--- src/rtl/psw_pkg.sv ---
package psw_pkg;
  localparam int LANES  = 4;
  localparam int OFF_W  = $clog2(LANES);
  localparam int DATA_W = 8 * LANES;

  typedef enum logic {
    FORM_BEGIN = 1'b0,
    FORM_END   = 1'b1
  } form_e;

  typedef struct packed {
    logic [LANES-1:0]  be;
    logic [DATA_W-1:0] data;
    logic              probe;
  } lane_cmd_t;
endpackage

--- src/rtl/psw_lane_decode.sv ---
module psw_lane_decode
  import psw_pkg::*;
(
  input  logic [OFF_W-1:0]  off,
  input  form_e             form,
  input  logic [DATA_W-1:0] data,
  output lane_cmd_t         cmd
);
  logic [LANES-1:0]  be;
  logic [DATA_W-1:0] lanes;

  // Big-endian: enable bit i holds byte offset LANES-1-i.
  for (genvar i = 0; i < LANES; i++) begin : g_lane
    localparam logic [OFF_W-1:0] OFFS = OFF_W'(LANES - 1 - i);
    always_comb begin
      if (form == FORM_BEGIN) be[i] = (OFFS >= off);
      else                    be[i] = (OFFS < off);
    end
    assign lanes[8*i +: 8] = be[i] ? data[8*i +: 8] : 8'h00;
  end

  assign cmd.be    = be;
  assign cmd.data  = lanes;
  assign cmd.probe = (form == FORM_END) && (off == '0);
endmodule

--- src/rtl/psw_cmd_hold.sv ---
module psw_cmd_hold #(
  parameter int W = 8
) (
  input  logic         clk,
  input  logic         rst_n,
  input  logic         in_valid,
  output logic         in_ready,
  input  logic [W-1:0] in_payload,
  output logic         out_valid,
  input  logic         out_ready,
  output logic [W-1:0] out_payload
);
  logic         vld_q;
  logic [W-1:0] pay_q;

  assign in_ready    = !vld_q || out_ready;
  assign out_valid   = vld_q;
  assign out_payload = pay_q;

  always_ff @(posedge clk) begin
    if (!rst_n) begin
      vld_q <= 1'b0;
      pay_q <= '0;
    end else if (in_ready) begin
      vld_q <= in_valid;
      if (in_valid) pay_q <= in_payload;
    end
  end

  assert_hold_stable_R7: assert property (@(posedge clk) disable iff (!rst_n)
    (out_valid && !out_ready) |=> (out_valid && $stable(out_payload)));

  assert_accept_next_R8: assert property (@(posedge clk) disable iff (!rst_n)
    (in_valid && in_ready) |=> (out_valid && out_payload == $past(in_payload)));

  assert_idle_drain_R8: assert property (@(posedge clk) disable iff (!rst_n)
    (!in_valid && in_ready) |=> !out_valid);
endmodule

--- src/rtl/psw_store_lanes.sv ---
module psw_store_lanes
  import psw_pkg::*;
#(
  parameter int ADDR_W = 32
) (
  input  logic              clk,
  input  logic              rst_n,
  input  logic              in_valid,
  output logic              in_ready,
  input  logic [ADDR_W-1:0] in_addr,
  input  logic [31:0]       in_data,
  input  logic              in_end,
  output logic              cmd_valid,
  input  logic              cmd_ready,
  output logic [ADDR_W-1:0] cmd_addr,
  output logic [3:0]        cmd_be,
  output logic [31:0]       cmd_data,
  output logic              cmd_probe
);
  localparam int PAY_W = ADDR_W + $bits(lane_cmd_t);

  lane_cmd_t        dec_cmd, out_cmd;
  logic [ADDR_W-1:0] word_addr;
  logic [PAY_W-1:0]  pay_in, pay_out;
  form_e             form;

  assign form      = in_end ? FORM_END : FORM_BEGIN;
  assign word_addr = {in_addr[ADDR_W-1:OFF_W], {OFF_W{1'b0}}};

  psw_lane_decode u_decode (
    .off  (in_addr[OFF_W-1:0]),
    .form (form),
    .data (in_data),
    .cmd  (dec_cmd)
  );

  assign pay_in = {word_addr, dec_cmd};

  psw_cmd_hold #(.W(PAY_W)) u_hold (
    .clk         (clk),
    .rst_n       (rst_n),
    .in_valid    (in_valid),
    .in_ready    (in_ready),
    .in_payload  (pay_in),
    .out_valid   (cmd_valid),
    .out_ready   (cmd_ready),
    .out_payload (pay_out)
  );

  assign cmd_addr  = pay_out[PAY_W-1 -: ADDR_W];
  assign out_cmd   = pay_out[$bits(lane_cmd_t)-1:0];
  assign cmd_be    = out_cmd.be;
  assign cmd_data  = out_cmd.data;
  assign cmd_probe = out_cmd.probe;

  assert_probe_no_bytes_R4: assert property (@(posedge clk) disable iff (!rst_n)
    (cmd_valid && cmd_probe) |-> (cmd_be == 4'b0000));

  assert_store_has_bytes_R4: assert property (@(posedge clk) disable iff (!rst_n)
    (cmd_valid && !cmd_probe) |-> (cmd_be != 4'b0000));

  assert_aligned_addr_R6: assert property (@(posedge clk) disable iff (!rst_n)
    cmd_valid |-> (cmd_addr[1:0] == 2'b00));

  assert_off_lanes_zero_R5: assert property (@(posedge clk) disable iff (!rst_n)
    cmd_valid |-> ((cmd_data & ~{{8{cmd_be[3]}}, {8{cmd_be[2]}},
                                 {8{cmd_be[1]}}, {8{cmd_be[0]}}}) == 32'h0));

  assert_contiguous_R2: assert property (@(posedge clk) disable iff (!rst_n)
    (in_valid && in_ready && !in_end) |=> cmd_be[0]);

  assert_end_from_top_R3: assert property (@(posedge clk) disable iff (!rst_n)
    (in_valid && in_ready && in_end && in_addr[1:0] != 2'b00) |=> cmd_be[3]);
endmodule

--- config.mk ---
export PLATFORM = sky130hd
export DESIGN_NAME = psw_store_lanes
export DESIGN_NICKNAME = d
export VERILOG_FILES = /design/src/rtl/psw_pkg.sv /design/src/rtl/psw_lane_decode.sv /design/src/rtl/psw_cmd_hold.sv /design/src/rtl/psw_store_lanes.sv
export SDC_FILE = /design/constraint.sdc
export NUM_CORES = 1
export LEC_CHECK = 0
export ABC_CLOCK_PERIOD_IN_PS = 1310
export CAP_MARGIN = 20
export CORE_UTILIZATION = 40
export DETAILED_ROUTE_END_ITERATION = 10
export GPL_ROUTABILITY_DRIVEN = 0
export PLACE_DENSITY = 0.79
export SLEW_MARGIN = 0
export SYNTH_ARGS = -nofsm -noshare
export SYNTH_HDL_FRONTEND = slang
export SYNTH_SLANG_ARGS = --single-unit
--- constraint.sdc ---
create_clock -name clk -period 1.31 [get_ports clk]
set_input_delay 0.3275 -clock clk [delete_from_list [all_inputs] [get_ports clk]]
set_output_delay 0.3275 -clock clk [all_outputs]
set_load 0.02 [all_outputs]
Word-level counts from Yosys, hierarchy flattened
Index checks and enable logic that the tools add are counted.
{"block": "op_classes", "magnitude_cmp": 8, "mux": 9, "reduce_logical": 5}
{"operator": "2-to-1 mux 8 bit", "n": 4}
{"operator": "2-to-1 mux 1 bit", "n": 5}
{"operator": ">= comparator 1 x 2 -> 1 bit (first input constant)", "n": 2}
{"operator": ">= comparator 2 bit (first input constant)", "n": 2}
{"operator": "< comparator 1 x 2 -> 1 bit (first input constant)", "n": 2}
{"operator": "< comparator 2 bit (first input constant)", "n": 2}
{"operator": "zero test 2 bit", "n": 1}
{"operator": "AND reduction 2 bit", "n": 1}
{"operator": "logical AND 1 bit", "n": 1}
{"operator": "zero test 1 bit", "n": 1}
{"operator": "logical OR 1 bit", "n": 1}
{"block": "totals", "register_bits": 68, "out_inout_bits": 71, "in_bits": 69}

Logic depth before layout (Yosys ltp)
Gate-level depths: netlist of the first run.
{"block": "depth", "ltp_word": 3, "ltp_mapped": 6, "depth_no_buf": 4}

Hierarchy
From an unflattened synthesis of the first run, not the netlist that was laid out.
{"block": "unflattened", "cells_unflattened": 365, "area_unflattened_um2": 3214.3}
{"module": "psw_cmd_hold", "area_per_inst_um2": 2761.4, "seq_area_each_um2": 1401.3, "cells_each": 304, "n_inst": 1}
{"module": "psw_lane_decode", "area_per_inst_um2": 449.2, "seq_area_each_um2": 0.0, "cells_each": 60, "n_inst": 1}
{"module": "psw_store_lanes", "area_per_inst_um2": 3.8, "seq_area_each_um2": 0.0, "cells_each": 1, "n_inst": 1}

Worst setup path after synthesis of the first run
Ideal clock, no wire load.
{"block": "synth_path", "path_type": "register -> output", "from": "register u_hold.vld_q, in the netlist u_hold.out_valid", "to": "output port in_ready", "path_buffers": 2, "arrival_ns": 0.948, "stages_incl_launch_ff": 5, "path_slack_ns": 0.034, "t_required_ns": 0.983, "path_cell_list": "dfxtp_1 > nor2b_4 > buf_6 > inv_6 > buf_4"}
{"block": "synth_via", "elab_chain_cells": 2}
{"item": "from (decl)", "line_no": "psw_cmd_hold.sv:13", "source": "logic vld_q;"}
{"item": "from (signal assigned)", "line_no": "psw_cmd_hold.sv:25", "source": "vld_q <= in_valid;"}
{"item": "zero test 1 bit", "line_no": "psw_cmd_hold.sv:16", "source": "assign in_ready = !vld_q || out_ready;"}
{"item": "logical OR 1 bit", "line_no": "psw_cmd_hold.sv:16"}
{"item": "to (decl)", "line_no": "psw_store_lanes.sv:9", "source": "output logic in_ready,"}
Every way passes these cells.

Worst setup path in the final report of the first run
{"block": "layout_path", "from": "register u_hold.vld_q, in the netlist u_hold.out_valid", "to": "register u_hold.pay_q[36], in the netlist u_hold.out_payload[36]"}
{"block": "layout_via", "elab_chain_cells": 3}
{"item": "zero test 1 bit", "line_no": "psw_cmd_hold.sv:16"}
{"item": "logical OR 1 bit", "line_no": "psw_cmd_hold.sv:16"}
{"item": "AND reduction 2 bit (no source line)"}
{"item": "to (signal assigned)", "line_no": "psw_cmd_hold.sv:26", "source": "if (in_valid) pay_q <= in_payload;"}
{"item": "to (decl)", "line_no": "psw_cmd_hold.sv:14", "source": "logic [W-1:0] pay_q;"}
Every way passes these cells.
A chain may end at the register's enable or synchronous reset.

==> flow_summary.yaml, run 1 <==
critical_path:
  required_ps: 1570
  crit_family: "buffers and inverters"
  path_cells: "nor2b_4 > buf_8 > buf_12 > o21ai_0 > a21oi_1"
  cp_max_fo: 29
  slowest_delay_ps: 330
  path_buf_inv: 2
  path_depth: 5
  r2r_cells: 5
  end_kind: "register"
  arrival_ps: 1650
  crit_path_start_kind: "register"
  path_class: "register to register"
  slowest_stage: "dfxtp_2"
synth:
  synth-edff-count: 0
  synthCells: 318
  ys_types: 31
  netlist_area_sq_um: 2860
  post_synth.cell_area_avg_sq_um: 8.98
  ys_top_cells_by_count: "dfxtp_1 (68), a21oi_1 (58), o21ai_0 (39), nand3_1 (32), nand2_1 (26)"
  synth_area_leaders: "dfxtp_1 (48%), a21oi_1 (10%), o21ai_0 (6.8%), nand3_1 (5.6%), nand2_1 (3.4%)"
  yosysSeqAreaShare_pct: 47.7
  yosysMostFrequentCell: "dfxtp_1"
  ys.warnings.count: 0
  async_reset_ff_share_pct: 0
  yosys_register_bits: 68
  synth.top_cell.area_share_pct: 47.7
  synthFlopType: "dfxtp_1"
  yosys.area.top_type: "dfxtp_1"
sta:
  setup_viol: 9
  fin_crit_sh_pct: 106
  tns_ps: -196
  clock_skew_ps: 8.85
  slew_violations: 0
  hold_ws_ps: 426
  rsz0062_at_grt: "true"
  hold_violations: 0
  finalWorstSetupSlack_ps: -72.4
  period_needed_ps: 1380
  fmax_mhz: 723
clock_network:
  clk_pin_slew_worst_paths_ps: 80
  clockBufferDepth: 2
  cts_root_buffer: "clkbuf_8"
  clk_latency_ps: 340
  postCtsHoldBufs: 0
  cts-htree-levels: 3
  tritoncts: "done"
  cts.sinks: 68
  cts_inserted_buffers: 9
floorplanning:
  dieArea_sq_um: 7480
  start_util_pct: 41.8
  die-height_um: 86.5
  die_w_um: 86.5
  core_area_sq_um: 6830
  ios: 140
  fp-row-count: 30
cells_and_area:
  stdcell_count: 555
  n_fill_cell: 585
  nNetsFinal: 524
  antenna_cells: 0
  areaGrowthSynthToFinish_pct: 58.0
  final_area_sq_um: 4510
  multi_input_area_sq_um: 1230
  regArea_sq_um: 1360
  finish.utilization_pct: 66.0
  drive_above_1_share_pct: 28.8
detailed_routing:
  post_drt_wl_per_cell_um: 15.4
  viasPerCell: 5.36
  drt_iter0_markers: 171
  ant_nets: 0
  drc: 0
  wirelength_um: 8520
  drtPass1Iterations: 4
  vias: 2974
worst_hold_path:
  hp-class: "primary input to register"
  hold_depth: 4
power_and_ir_drop:
  vdd_drop_max_v: 0.000636
  power.density_nw_per_um2: 1270
  finalPower_mw: 5.72
  leakage_nw: 1.81
place:
  portBuffers: 137
  placed_cells: 537
  hpwl_um: 5600
  placed_area_sq_um: 4310
  place_ws_ps: -685
outcome:
  status: "finished, violations left"
  violations: "negative setup slack"
global_route:
  antenna_found_initial: 0
  grt_pass1_vias: 2761
  grt_pass1_wl_um: 13200
  grt_max_degree: 52
  grt_usage_pct: 22.8
  grt-ovfl-total: 0
run:
  cap_violations: 0
-- layout by cell type, fill, tap and decap left out, types with 2 or more instances in the layout --
cell / netlist / layout
o21ai_0: 39 / 39
clkbuf_8: 0 / 10
buf_8: 1 / 2
conb_1: 1 / 2
clkbuf_2: 7 / 16
nand2_1: 26 / 26
clkdlybuf4s15_2: 0 / 28
o21ai_2: 10 / 10
clkdlybuf4s50_1: 0 / 66
a21oi_1: 58 / 58
nand4b_1: 8 / 8
bufinv_16: 0 / 5
buf_4: 7 / 16
o22ai_1: 8 / 8
dfxtp_1: 68 / 67
a21oi_2: 2 / 2
a41o_1: 8 / 8
buf_12: 1 / 6
nand3_1: 32 / 32
buf_2: 8 / 25
nand4_1: 8 / 8
buf_6: 7 / 2
-- worst reg2reg max path: stages (launching register included) --
cell and delay [ps]:
dfxtp_2 330, nor2b_4 210, buf_8 210, buf_12 210, o21ai_0 150, a21oi_1 200
-- worst paths after layout --
kind                         startpoint                      to  slack, ps
hold / removal                 in_valid   u_hold.out_payload[3]        430
setup reg to reg       u_hold.out_valid  u_hold.out_payload[36]        -70
setup / recovery       u_hold.out_valid  u_hold.out_payload[36]        -70
hold reg to reg   u_hold.out_payload[5]   u_hold.out_payload[5]        460
-- cell type report --
type | instances | area share, %
Clock buffer | 10 | 3.05
Clock inverter | 6 | 3.52
Inverter | 3 | 0.416
Multi-Input combinational cell | 210 | 27.3
Sequential cell | 68 | 30.2
Tap cell | 96 | 2.66
Timing Repair Buffer | 162 | 32.9
-- sequential cells by signal, indices dropped and copies added, names as in the netlist --
| name | flops |
|---|---|
| u_hold.out_valid | 1 |
| u_hold.out_payload | 67 |
-- logic make-up (layout without fill, tap and decap cells) --
family	Yosys count	after routing	synth area share, %
XOR/XNOR	2	2	1.14
buffers and inverters	41	181	10.0
adder cells (fa/ha/maj)	1	1	0.438
other	1	2	0.131
AND/OR/NAND/NOR	78	78	14.6
AO/OA/AOI/OAI	127	127	26.0
flip-flops	68	68	47.7
-- where the power goes --
part,leakage (nW),total (mW),switching (mW),internal [mW]
registers,0.557,2.23,0.0550,2.18
clock network,0.147,2.51,0.802,1.71
logic,1.11,0.984,0.509,0.475
total,1.81,5.72,1.37,4.36
-- repair_timing --
action,CTS,global route
pin swaps,0,1
setup endpoints to repair,136,92
resized for setup,205,41
setup buffers,0,2
-- routing by layer --
metal	vias to the layer above	share of wire, %	wire length [um]	track usage, %
met1	1412	42	3560	28.8
met2	129	48	4120	36.6
met3	20	7.1	609	5.33
met4	0	2.8	236	11.4
met5	-	0	0	0
li1	1413	-	-	-
No activity file was read; power rests on OpenSTA's default activity.
==> run 2: changes to the inputs <==
--- a/config.mk
+++ b/config.mk
@@ -11,7 +11,6 @@
 export DETAILED_ROUTE_END_ITERATION = 10
 export GPL_ROUTABILITY_DRIVEN = 0
 export PLACE_DENSITY = 0.79
-export SLEW_MARGIN = 0
 export SYNTH_ARGS = -nofsm -noshare
 export SYNTH_HDL_FRONTEND = slang
 export SYNTH_SLANG_ARGS = --single-unit
==> constraint.sdc (replaced) <==
create_clock -name clk -period 1.31 [get_ports clk]
set_input_delay 0.3275 -clock clk [delete_from_list [all_inputs] [get_ports clk]]
set_output_delay 0.3275 -clock clk [all_outputs]
set_load 0.005 [all_outputs]
==> flow_summary.yaml, run 2 (synthesis gave the netlist of run 1 again) <==
worst_hold_path:
  hold_depth: 2
  hp-class: "register to register"
  hold_end: "u_hold.out_payload[31]"
  hold_path.startpoint: "u_hold.out_payload[31]"
cells_and_area:
  final_area_sq_um: 4640
  layout_commonest_cell: "dlygate4sd2_1"
  largest_reg_flops: 67
  drive_above_1_share_pct: 20.0
  stdcell_count: 555
  regArea_sq_um: 1390
  final_cell_mix: "dlygate4sd2_1 (68), clkdlybuf4s50_1 (63), a21oi_1 (55)"
  multi_input_area_sq_um: 1270
  areaGrowthSynthToFinish_pct: 62.4
  n_fill_cell: 582
  nNetsFinal: 524
  antenna_cells: 0
sta:
  clock_skew_ps: 7.66
  fin_crit_sh_pct: 101
  slew_violations: 0
  period_needed_ps: 1330
  hold_violations: 0
  finalWorstSetupSlack_ps: -17.1
  setup_viol: 1
  hold_ws_ps: 458
  rsz0062_at_grt: "true"
  fmax_mhz: 754
place:
  placed_cells: 533
  portBuffers: 137
  placed_area_sq_um: 4280
  hpwl_um: 5680
power_and_ir_drop:
  netSwitchingFraction_pct: 24.9
  seq_power_share_pct: 44.2
  power.internal_mw: 3.80
  power.density_nw_per_um2: 1090
  vdd_drop_max_v: 0.000721
  leakage_nw: 2.03
  switchingPower_mw: 1.26
  power_frac_comb_pct: 17.5
  clkPwrFrac_pct: 38.2
critical_path:
  reg2reg_slack_ps: 30
  slowest_stage: "dfxtp_2"
  arrival_ps: 1000
  timing.rr.start: "u_hold.out_valid"
  end_kind: "primary output"
  crit_family: "flip-flops"
  r2r_end: "u_hold.out_payload[9]"
  r2r_cells: 6
  path_class: "register to primary output"
  required_ps: 980
  slowest_delay_ps: 330
  cp_max_fo: 4
  crit_path_start_kind: "register"
  path_buf_inv: 2
  path_cells: "nor2b_4 > inv_6 > clkbuf_2"
outcome:
  status: "finished, violations left"
  violations: "negative setup slack"
detailed_routing:
  vias: 2947
  drtPass1Iterations: 5
  drt_iter0_markers: 162
  drc: 0
  ant_nets: 0
  wirelength_um: 8860
  post_drt_wl_per_cell_um: 16.0
  viasPerCell: 5.31
clock_network:
  postCtsHoldBufs: 0
  cts_inserted_buffers: 9
  cts-htree-levels: 3
  clk_pin_slew_worst_paths_ps: 70
  clockBufferDepth: 2
  cts_root_buffer: "clkbuf_8"
  cts.sinks: 68
  tritoncts: "done"
  clk_latency_ps: 330
floorplanning:
  fp-row-count: 30
  die-height_um: 86.5
  core_area_sq_um: 6830
  ios: 140
  die_w_um: 86.5
  start_util_pct: 41.8
  dieArea_sq_um: 7480
global_route:
  grt-ovfl-total: 0
  antenna_found_initial: 0
  grt_pass1_vias: 2613
  grt_max_degree: 52
  grt_pass1_wl_um: 13200
  grt_usage_pct: 22.6
run:
  cap_violations: 0
[run 2: cell count changes in the layout (fill, tap and decap cells not counted), moves of 15 or more]
cell	delta
buf_2	-24
clkbuf_2	-15
clkdlybuf4s15_2	-28
dfxtp_1	-23
dfxtp_2	+23
dlygate4sd2_1	+67
[run 2: final cells by class]
class | instances | share of cell area [%]
Clock buffer | 10 | 2.97
Clock inverter | 6 | 1.89
Inverter | 3 | 0.405
Multi-Input combinational cell | 211 | 27.4
Sequential cell | 68 | 30.0
Tap cell | 96 | 2.59
Timing Repair Buffer | 161 | 34.7
[run 2: how the worst max path moves through the flow]
stage	start	to	slack, ps	cells after the start
4_1_cts	u_hold.out_valid	in_ready	-120	3
3_3_place_gp	cmd_ready	in_ready	-490	4
5_1_grt	u_hold.out_valid	in_ready	-80	3
6_report	u_hold.out_valid	in_ready	-20	3
3_5_place_dp	cmd_ready	in_ready	-470	4
2_1_floorplan	u_hold.out_valid	in_ready	190	4
[run 2: layer usage]
metal  global-route usage, %  wire length (um)  vias to the layer above
met3                    4.19               538                        6
met1                    29.7              3820                     1408
met2                    37.6              4430                      113
met5                       0                 0                        -
met4                    7.27                74                        0
li1                        -                 -                     1420
[run 2: power groups by stage]
stage / logic (mW) / registers, mW / clock network [mW]
floorplan: 0.357 / 2.29 / 0
global placement: 0.869 / 2.28 / 0
detailed placement: 0.883 / 2.28 / 0
CTS: 0.831 / 2.24 / 1.96
global route: 0.955 / 2.25 / 2.05
finish: 0.887 / 2.24 / 1.93
[run 2: tightest hold or removal path, stage by stage, from the launching register on]
cell	delay, ps
dfxtp_2	320
o21ai_2	50
a21oi_2	50
[run 2: metrics by stage]
stage / power [mW] / setup slack (ps) / utilization [%] / setup TNS (ps)
finish: 5.06 / -17.1 / 67.9 / -17.1
global route: 5.26 / -78.5 / 67.9 / -353
CTS: 5.02 / -124 / 65.9 / -945
detailed placement: 3.16 / -470 / 62.7 / -28430
global placement: 3.15 / -491 / 62.7 / -27350
floorplan: 2.64 / 190 / - / 0
[run 2: timing repair]
| item | CTS | global route |
|---|---|---|
| cloned | 1 | 3 |
| setup buffers | 1 | 1 |
| pin swaps | 0 | 4 |
| resized for setup | 96 | 16 |
| endpoints found under the setup margin | 134 | 60 |
==> run 3: changes to the inputs <==
--- a/config.mk
+++ b/config.mk
@@ -6,7 +6,7 @@
 export NUM_CORES = 1
 export LEC_CHECK = 0
 export ABC_CLOCK_PERIOD_IN_PS = 1310
-export CAP_MARGIN = 20
+export CAP_MARGIN = 30
 export CORE_UTILIZATION = 40
 export DETAILED_ROUTE_END_ITERATION = 10
 export GPL_ROUTABILITY_DRIVEN = 0
==> results of run 3 <==
No change in the layout: final DEF, timing and power equal those of run 2.
